`src/rtl/bargraph_pkg.sv`:
```
package bargraph_pkg;

   typedef enum logic [1:0] {
      DSP_TIMED   = 2'b00,
      DSP_CHARGE  = 2'b01,
      DSP_OFF     = 2'b10,
      DSP_OFF_ALT = 2'b11
   } disp_sel_e;

   // Mask of segments belonging to one bank: bank 0 holds even indices
   // (segments 1,3,5...), bank 1 holds odd indices (segments 2,4...).
   function automatic logic [31:0] bank_mask(input int unsigned nseg, input int unsigned bank);
      logic [31:0] m;
      m = '0;
      for (int unsigned i = 0; i < nseg; i++) begin
         if ((i % 2) == bank) m[i] = 1'b1;
      end
      return m;
   endfunction

endpackage

```
`src/rtl/bar_level.sv`:
```
module bar_level #(
   parameter int CAP_W   = 16,
   parameter int NUM_SEG = 5
) (
   input  logic [CAP_W-1:0]   cap_i,
   input  logic [CAP_W-1:0]   full_i,
   output logic [NUM_SEG-1:0] lit_o
);
   localparam int CNT_W = $clog2(NUM_SEG + 1);
   localparam int MUL_W = CAP_W + CNT_W + 1;

   logic [MUL_W-1:0]   cap_scaled;
   logic [NUM_SEG-2:0] meets;
   logic [CNT_W-1:0]   level;

   assign cap_scaled = MUL_W'(cap_i) * MUL_W'(NUM_SEG);

   generate
      for (genvar k = 1; k < NUM_SEG; k++) begin : g_thr
         logic [MUL_W-1:0] thr;
         assign thr          = MUL_W'(full_i) * MUL_W'(k);
         assign meets[k-1]   = (cap_scaled >= thr);
      end
   endgenerate

   always_comb begin
      level = CNT_W'($countones(meets)) + CNT_W'(cap_i != '0);
   end

   generate
      for (genvar i = 0; i < NUM_SEG; i++) begin : g_therm
         assign lit_o[i] = (level > CNT_W'(i));
      end
   endgenerate

endmodule

```
`src/rtl/bar_timing.sv`:
```
module bar_timing #(
   parameter int MUX_PERIOD = 10,
   parameter int BANK_ON    = 3,
   parameter int BLINK_HALF = 125,
   parameter int TIMED_LEN  = 4000
) (
   input  logic clk,
   input  logic rst_n,
   input  logic tick_i,
   input  logic timed_sel_i,
   output logic bank_a_o,
   output logic bank_b_o,
   output logic blink_o,
   output logic win_open_o
);
   localparam int PH_W  = $clog2(MUX_PERIOD + 1);
   localparam int HALF  = MUX_PERIOD / 2;
   localparam int WIN_W = $clog2(TIMED_LEN + 1);

   logic [PH_W-1:0]  phase;
   logic [WIN_W-1:0] win_cnt;
   logic             prev_timed;
   logic             start;

   // mux phase
   always_ff @(posedge clk or negedge rst_n) begin
      if (!rst_n)                                  phase <= '0;
      else if (tick_i) begin
         if (phase == PH_W'(MUX_PERIOD - 1))       phase <= '0;
         else                                      phase <= phase + 1'b1;
      end
   end

   assign bank_a_o = (phase < PH_W'(BANK_ON));
   assign bank_b_o = (phase >= PH_W'(HALF)) && (phase < PH_W'(HALF + BANK_ON));

   // blink square wave, variant chosen by half-period length
   generate
      if (BLINK_HALF == 1) begin : g_blink_fast
         always_ff @(posedge clk or negedge rst_n) begin
            if (!rst_n)      blink_o <= 1'b1;
            else if (tick_i) blink_o <= ~blink_o;
         end
      end else begin : g_blink_cnt
         localparam int BL_W = $clog2(BLINK_HALF + 1);
         logic [BL_W-1:0] bl_cnt;
         always_ff @(posedge clk or negedge rst_n) begin
            if (!rst_n) begin
               bl_cnt  <= '0;
               blink_o <= 1'b1;
            end else if (tick_i) begin
               if (bl_cnt == BL_W'(BLINK_HALF - 1)) begin
                  bl_cnt  <= '0;
                  blink_o <= ~blink_o;
               end else begin
                  bl_cnt  <= bl_cnt + 1'b1;
               end
            end
         end
      end
   endgenerate

   // timed window
   assign start = timed_sel_i && !prev_timed;

   always_ff @(posedge clk or negedge rst_n) begin
      if (!rst_n) begin
         prev_timed <= 1'b0;
         win_cnt    <= '0;
      end else begin
         prev_timed <= timed_sel_i;
         if (start)                        win_cnt <= WIN_W'(TIMED_LEN - 1);
         else if (tick_i && win_cnt != '0) win_cnt <= win_cnt - 1'b1;
      end
   end

   assign win_open_o = timed_sel_i && (start || win_cnt != '0);

   AST_PHASE_RANGE: assert property (@(posedge clk) disable iff (!rst_n)
      phase < PH_W'(MUX_PERIOD));
   AST_WINDOW_BOUND: assert property (@(posedge clk) disable iff (!rst_n)
      win_cnt <= WIN_W'(TIMED_LEN - 1));
   AST_WINDOW_RELOAD: assert property (@(posedge clk) disable iff (!rst_n)
      (timed_sel_i && !prev_timed) |=> win_cnt == WIN_W'(TIMED_LEN - 1));
   AST_FROZEN_NO_TICK: assert property (@(posedge clk) disable iff (!rst_n)
      (!tick_i && prev_timed && timed_sel_i) |=> $stable(win_cnt));

endmodule

```
`src/rtl/bar_graph_driver.sv`:
```
module bar_graph_driver
   import bargraph_pkg::*;
#(
   parameter int CAP_W      = 16,
   parameter int NUM_SEG    = 5,
   parameter int MUX_PERIOD = 10,
   parameter int BANK_ON    = 3,
   parameter int BLINK_HALF = 125,
   parameter int TIMED_LEN  = 4000
) (
   input  logic               clk,
   input  logic               rst_n,
   input  logic               tick,
   input  logic [CAP_W-1:0]   cap,
   input  logic [CAP_W-1:0]   full,
   input  logic [1:0]         disp_sel,
   input  logic               charging,
   input  logic               warn_low,
   input  logic               warn_empty,
   output logic [NUM_SEG-1:0] seg_n,
   output logic               com_en
);
   localparam logic [31:0]        MASK_A32 = bank_mask(NUM_SEG, 0);
   localparam logic [31:0]        MASK_B32 = bank_mask(NUM_SEG, 1);
   localparam logic [NUM_SEG-1:0] MASK_A   = MASK_A32[NUM_SEG-1:0];
   localparam logic [NUM_SEG-1:0] MASK_B   = MASK_B32[NUM_SEG-1:0];

   generate
      if (NUM_SEG < 2 || NUM_SEG > 32)        $error("NUM_SEG out of range");
      if (BANK_ON < 1)                        $error("BANK_ON must be at least 1");
      if (BANK_ON > MUX_PERIOD - MUX_PERIOD/2) $error("bank windows overlap");
      if (TIMED_LEN < 1 || BLINK_HALF < 1)    $error("timer reloads must be nonzero");
      if (CAP_W < 1)                          $error("CAP_W must be positive");
   endgenerate

   disp_sel_e            sel;
   logic [NUM_SEG-1:0]   lit;
   logic [NUM_SEG-1:0]   drive;
   logic                 bank_a, bank_b, blink_on, win_open;
   logic                 active;

   assign sel = disp_sel_e'(disp_sel);

   bar_level #(
      .CAP_W   (CAP_W),
      .NUM_SEG (NUM_SEG)
   ) u_level (
      .cap_i  (cap),
      .full_i (full),
      .lit_o  (lit)
   );

   bar_timing #(
      .MUX_PERIOD (MUX_PERIOD),
      .BANK_ON    (BANK_ON),
      .BLINK_HALF (BLINK_HALF),
      .TIMED_LEN  (TIMED_LEN)
   ) u_timing (
      .clk         (clk),
      .rst_n       (rst_n),
      .tick_i      (tick),
      .timed_sel_i (sel == DSP_TIMED),
      .bank_a_o    (bank_a),
      .bank_b_o    (bank_b),
      .blink_o     (blink_on),
      .win_open_o  (win_open)
   );

   always_comb begin
      unique case (sel)
         DSP_TIMED:  active = win_open;
         DSP_CHARGE: active = charging;
         default:    active = 1'b0;
      endcase
   end

   generate
      for (genvar i = 0; i < NUM_SEG; i++) begin : g_seg
         logic in_bank;
         logic gate;
         assign in_bank = ((i % 2) == 0) ? bank_a : bank_b;
         assign gate    = (i == 0) ? (!warn_low || blink_on) : 1'b1;
         assign drive[i] = active && !warn_empty && lit[i] && in_bank && gate;
      end
   endgenerate

   always_ff @(posedge clk or negedge rst_n) begin
      if (!rst_n) begin
         seg_n  <= '1;
         com_en <= 1'b0;
      end else begin
         seg_n  <= ~drive;
         com_en <= active;
      end
   end

   AST_BANKS_EXCLUSIVE: assert property (@(posedge clk) disable iff (!rst_n)
      !(((~seg_n & MASK_A) != '0) && ((~seg_n & MASK_B) != '0)));
   AST_OFF_DARK: assert property (@(posedge clk) disable iff (!rst_n)
      disp_sel[1] |=> (!com_en && (&seg_n)));
   AST_CHARGE_FOLLOW: assert property (@(posedge clk) disable iff (!rst_n)
      (disp_sel == 2'b01) |=> (com_en == $past(charging)));
   AST_EMPTY_BLANK: assert property (@(posedge clk) disable iff (!rst_n)
      warn_empty |=> (&seg_n));
   AST_NO_SEG_WITHOUT_COM: assert property (@(posedge clk) disable iff (!rst_n)
      !com_en |-> (&seg_n));
   AST_FULL_LIGHTS: assert property (@(posedge clk) disable iff (!rst_n)
      (cap != '0 && cap >= full) |-> (&lit));

endmodule

```
`config.mk`:
```
export PLATFORM = sky130hd
export DESIGN_NAME = bar_graph_driver
export DESIGN_NICKNAME = d
export VERILOG_FILES = /design/src/rtl/bargraph_pkg.sv /design/src/rtl/bar_level.sv /design/src/rtl/bar_timing.sv /design/src/rtl/bar_graph_driver.sv
export SDC_FILE = /design/constraint.sdc
export NUM_CORES = 1
export LEC_CHECK = 0
export ABC_AREA = 1
export BUFFER_PORTS_ARGS = -buffer_cell sky130_fd_sc_hd__buf_2
export CAP_MARGIN = 20
export CORE_MARGIN = 4
export CORE_UTILIZATION = 41
export CTS_BUF_LIST = sky130_fd_sc_hd__clkbuf_4
export DETAILED_ROUTE_END_ITERATION = 10
export GPL_ROUTABILITY_DRIVEN = 1
export PLACE_DENSITY = 0.68
export SLEW_MARGIN = 20
export SYNTH_ARGS = -nofsm -noshare
export SYNTH_HDL_FRONTEND = slang
export SYNTH_HIERARCHICAL = 1
export SYNTH_SLANG_ARGS = --single-unit
```
`constraint.sdc`:
```
create_clock -name clk -period 4 [get_ports clk]
set_clock_uncertainty 0.1 [all_clocks]
set_input_delay 0.6 -clock clk [delete_from_list [all_inputs] [get_ports clk]]
set_output_delay 0.6 -clock clk [all_outputs]
set_load 0.02 [all_outputs]
```
### After elaboration in Yosys (flattened, before gate mapping)

Index checks and enable logic that the tools add are counted.

* bits in registers: 31
* word-level logic and storage cells: 64

* add/subtract/negate cells: 7
* multipliers: 2
* magnitude comparators: 12
* equality and inequality tests: 3
* mux-type cells: 5
* bitwise operators: 2
* reduce and logical (&&, ||, !) cells: 26

Operators by type and width (count)
* $ge 19x18->1: 2
* $mux 12: 2
* $ge 19x16->1: 1
* $ge 19x17->1: 1
* $mul 16x3->19 const B: 1
* $mul 16x2->18 const B: 1
* $logic_and 1x1->1: 16
* $reduce_bool 16->1: 1
* $reduce_bool 12->1: 1
* $sub 12x1->12 const B: 1
* $add 7x1->7 const B: 1
* $eq 7x7->1 const B: 1
* $mux 7: 1
* $gt 3x1->1 const B: 2
* $gt 3x2->1 const B: 2
* $not 5->5: 1
* $add 1x1->2: 2
* $add 4x1->4 const B: 1
* $eq 4x4->1 const B: 1
* $ge 4x3->1 const B: 1
* $lt 4x2->1 const B: 1
* $lt 4x4->1 const B: 1
* $mux 4: 1
* $add 3x1->3: 1
* other kinds (10): 13

### Depth between registers and ports, before layout

* depth after elaboration: 10
* depth in mapped cells: 33

### Cells and area by module

The synthesis kept the hierarchy.

By module, submodules not included
* bar_level: times used 1, cells an instance 512, area each 3449.6 um^2, seq. area each 0.0 um^2
* bar_timing: times used 1, cells an instance 204, area each 1500.2 um^2, seq. area each 626.9 um^2
* bar_graph_driver: times used 1, cells an instance 28, area each 252.7 um^2, seq. area each 156.4 um^2

### Least setup slack after synthesis

OpenSTA, ideal clock, no wires.

* path type: input port to flip-flop
* start: input port cap[1]
* end: register seg_n[2]
* setup time: 0.084 ns
* arrival: 4.586 ns
* required time: 3.816 ns
* path slack: -0.770 ns
* stages on the path: 32
* path buffers: 0
* cells stage by stage: ha_1 -> ha_1 -> inv_1 -> fa_1 -> inv_1 -> nand2_1 -> nand2_2 -> nand2_2 -> o21ai_2 -> nand2_1 -> clkinv_1 -> nor2_1 -> nand2_1 -> nand2_1 -> ha_1 -> nand2_1 -> inv_1 -> nand4_1 -> nor2_1 -> a211oi_1 -> nand2_1 -> nand2_1 -> nand3b_1 -> fa_1 -> inv_1 -> fa_1 -> inv_1 -> ha_1 -> a31oi_1 -> nand2_1 -> inv_1 -> nand3_1

* cells in the longest elaborated chain, start to end: 9
* elaborated cells on any way between the ends: 14
* classes of those cells: 4 x add/sub; 1 x mul; 5 x order compare; 1 x bitwise; 3 x reduce/logical

RTL lines
* start: declaration: RTL line bar_graph_driver.sv:14 `input logic [CAP_W-1:0] cap,`
* $mul 16x3->19: RTL line bar_level.sv:16 `assign cap_scaled = MUL_W'(cap_i) * MUL_W'(NUM_SEG);`
* $ge 19x16->1, or another cell as far along: RTL line bar_level.sv:22 `assign meets[k-1] = (cap_scaled >= thr);`
* $add 1x1->2 (not written as such): RTL line bar_level.sv:27 `level = CNT_W'($countones(meets)) + CNT_W'(cap_i != '0);`
* $add 3x3->3 (not written as such): RTL line bar_level.sv:27
* $add 3x1->3 *: RTL line bar_level.sv:27
* $gt 3x2->1 *: RTL line bar_level.sv:32 `assign lit_o[i] = (level > CNT_W'(i));`
* via lit[2]: RTL line bar_graph_driver.sv:37 `logic [NUM_SEG-1:0] lit;`
* $logic_and 1x1->1 * (2 in a row): RTL line bar_graph_driver.sv:83 `assign drive[i] = active && !warn_empty && lit[i] && in_bank && gate;`
* $not 5->5 *: RTL line bar_graph_driver.sv:92 `seg_n <= ~drive;`
* end signal: assignment: RTL line bar_graph_driver.sv:92
* end: declaration: RTL line bar_graph_driver.sv:20 `output logic [NUM_SEG-1:0] seg_n,`

The timed path passes the listed nets; every way through them passes the cells marked *.
A chain may end at the register's enable or synchronous reset.

### Worst setup path in the final report

* start: input port cap[3]
* end: register seg_n[2]

Same word-level chain as after synthesis.

==> results.tsv <==
stage	metric	value	unit
routing	via_count	5344	
logic_synthesis	synth_top_area_share	28.14	%
floorplanning	start_util	42.60	%
routing	wl_per_cell	12.06	um
clocking	numCtsBuffers	5	
setup_path	cp-end-kind	register	
grt	grt_max_degree	32	
hold_path	hold_path.class	input pin to async pin	
setup_path	cpMostUsedCell	nand2_2	
placed_design	dp_hpwl	10.87	mm
sta	tightestPinTransition	0.7161	ns
layout	design_area	0.007068	sq mm
clocking	clk_latency	0.33	ns
logic_synthesis	synth.net_count	905	
floorplanning	core-area	0.01221	sq mm
setup_path	path_max_fanout	3	
power_and_ir_drop	ir_worst_vdd	123.7	uV
grt	antenna_found_initial	0	
sta	final-max-slew-violation-count	0	
sta	fin_crit	4.535	ns
power_and_ir_drop	powerDensity	351.8	mW/mm^2
setup_path	required	4.15	ns
routing	detail-route-antenna-nets	0	
routing	dr.pass1.iters	7	
logic_synthesis	async_flop_share	100.0	%
layout	diodes	0	
floorplanning	rows	40	
power_and_ir_drop	p_comb_share	72.3	%
placed_design	place.gp.congestion	0.8690	
layout	n_fill_cell	1165	
placed_design	portBuffers	45	
floorplanning	dieArea	0.01456	sq mm
sta	setup-tns-final	-2.443	ns
layout	multiInputGateArea	0.004454	sq mm
logic_synthesis	synth_top_cells_by_area	ha_1, nand2_1, dfrtp_1	
logic_synthesis	syn_inst	744	
power_and_ir_drop	switching_share	45.60	%
layout	areaGrowthSynthToFinish	35.86	%
setup_path	arrival	4.69	ns
placed_design	dpl-instance-area	0.006550	sq mm
routing	vias_per_cell	4.944	
sta	rsz0062_at_grt	true	
clocking	htreeDepth	2	
setup_path	slowest_delay	0.50	ns
logic_synthesis	synth_flop_cell	dfrtp_1	
sta	period_share	113.4	%
grt	grt_overflow_total	0	
layout	final_net_count	1073	
logic_synthesis	ys_ff_latch	31	
setup_path	slowest_stage	fa_1	
grt	first_global_vias	5107	
setup_path	path_class	input pin to register	
power_and_ir_drop	intPower	1.352	mW
logic_synthesis	synth_edf_count	0	
grt	track_usage	17.80	%
clocking	cts_root_buf	clkbuf_4	
status	violations	negative setup slack	
power_and_ir_drop	leakagePower	3.682	nW
logic_synthesis	ys_warn_count	6	
layout	layout-drive-gt1-share	31.11	%
run	drv_cap	0	
logic_synthesis	ys_seq_area_share	15.06	%
clocking	postCtsHoldBufs	0	
power_and_ir_drop	power_frac_clock	7.3	%
clocking	cts_num_sinks	31	
sta	max_freq	220.5	MHz
sta	setup_violations	5	
logic_synthesis	avgSynthCellArea	6.993	sq um
layout	mostFrequentLayoutCells	nand2_1, buf_4, ha_1	
logic_synthesis	synthDistinctLibCells	46	
floorplanning	num_io_pins	46	
logic_synthesis	syn_area	0.005202	sq mm
setup_path	startpoint_type	input pin	
floorplanning	dieWidth	120.6	um
routing	wirelength	13.04	mm
routing	drt_iter0_drc	247	
floorplanning	dieHeight	120.6	um
grt	grt_pass1_wl	22.07	mm
layout	mostFrequentLayoutCell	nand2_1	
clocking	cts_tree	done	
routing	remaining_drc_errors	0	
clocking	path_clk_slew	0.09	ns
sta	hold_viol_final	0	
logic_synthesis	synth_area_leader_cell	ha_1	
status	status	finished, violations left	
clocking	clockBufferDepth	2	
sta	setup_ws	-0.5353	ns
sta	slew_headroom	52.14	%
power_and_ir_drop	power_switching	1.134	mW
power_and_ir_drop	sequentialPowerShare	20.4	%
layout	final-seq-area	783.3	sq um
[synth_stat cells (3+ instances only)]
library cell  number
nand2_1          172
nor4_1             5
o21ai_0           15
a211oi_1           7
nor2_1            62
nand2_2            9
dfrtp_1           25
xor2_1            14
a21oi_2            7
o21ai_1            6
nand3_1           59
a21o_1             3
o21bai_1           3
fa_1               4
nor3_1             6
xnor2_1           16
dfstp_2            6
or2_2              3
a21oi_1           45
nand3b_1           4
nor3_2             3
nand4_1           14
inv_1             98
nor2_2             6
inv_2              3
ha_1             117
a31oi_1            6
[metrics by stage]
stage               power [mW]  worst slack, ns  util [%]  hold slack (ns)  cells
finish                   2.486          -0.5353     57.88           0.1945   1081
global route             2.761          -0.7341     57.88           0.2537   1081
CTS                      2.409          -0.4710     56.44           0.2091   1079
detailed placement       2.124           -1.049     53.64           0.3705   1066
global placement         2.085          -0.9304     53.64           0.3641   1066
floorplan                1.568          -0.6101         -           0.2044    744
[critical path: cells and delay by family]
family	cells	cell delay, ns
buffers and inverters	8	0.61
xor gates and xnor gates	1	0.23
AOI/OAI and AO/OA	3	0.50
adders and majority gates	7	2.00
and+or+nand+nor	10	0.75
[cells by family (layout without fill, tap and decap cells)]
kind of cell | Yosys count | count (layout) | share of synthesized area (%)
buffers and inverters | 108 | 277 | 8.105
and+or+nand+nor | 353 | 353 | 30.42
xor gates and xnor gates | 30 | 30 | 5.050
AOI/OAI and AO/OA | 101 | 101 | 11.69
DFF | 31 | 31 | 15.06
adders and majority gates | 121 | 121 | 29.68
[what timing repair did]
item	in CTS	in global routing
endpoints found under the setup margin	5	5
resized for setup	40	26
endpoints found under the hold margin	0	0
pin swaps	10	5
setup buffers	5	2
[registers in the layout (all words and copies together) (netlist names)]
signal,cells
u_timing/g_blink_cnt.bl_cnt,7
com_en,1
u_timing/blink_o,1
u_timing/win_cnt,12
u_timing/prev_timed,1
u_timing/phase,4
seg_n,5
[path summary, 6_finish.rpt]
kind | start | endpoint | slack (ns) | cells after the start
min in group clk | disp_sel[1] | u_timing/prev_timed | 0.35 | 2
max in group asynchronous | rst_n | u_timing/g_blink_cnt.bl_cnt[3] | 3.18 | 1
worst min register to register | u_timing/win_cnt[0] | u_timing/win_cnt[0] | 0.39 | 2
worst max-delay path | cap[3] | seg_n[2] | -0.54 | 29
worst min-delay path | rst_n | u_timing/win_cnt[5] | 0.19 | 1
worst max register to register | u_timing/win_cnt[0] | u_timing/win_cnt[9] | 2.19 | 9
[area by class of cell]
cell class	count	area share (%)
clock buffers	6	0.6373
flip-flops and latches	31	11.08
multi-input cells	605	63.02
inverters	103	5.523
well taps	168	2.974
clock inverters	2	0.1770
repair buffers	166	16.59
[routing by layer]
layer / global-route usage (%) / part of all wire, % / wire length [um] / up-vias
li1: - / - / - / 2849
met2: 30.60 / 46 / 5982 / 77
met3: 1.871 / 2.6 / 341 / 12
met1: 24.68 / 51 / 6597 / 2406
met5: 0 / 0 / 0 / -
met4: 2.408 / 0.87 / 114 / 0
[power by group through the flow]
stage,logic [mW],registers [mW],clock network (mW)
2_1_floorplan,1.07,0.496,0
3_3_place_gp,1.57,0.510,0
3_5_place_dp,1.61,0.512,0
4_1_cts,1.71,0.506,0.188
5_1_grt,2.04,0.526,0.198
6_report,1.80,0.507,0.181
Power figures use the tool's default switching activity.
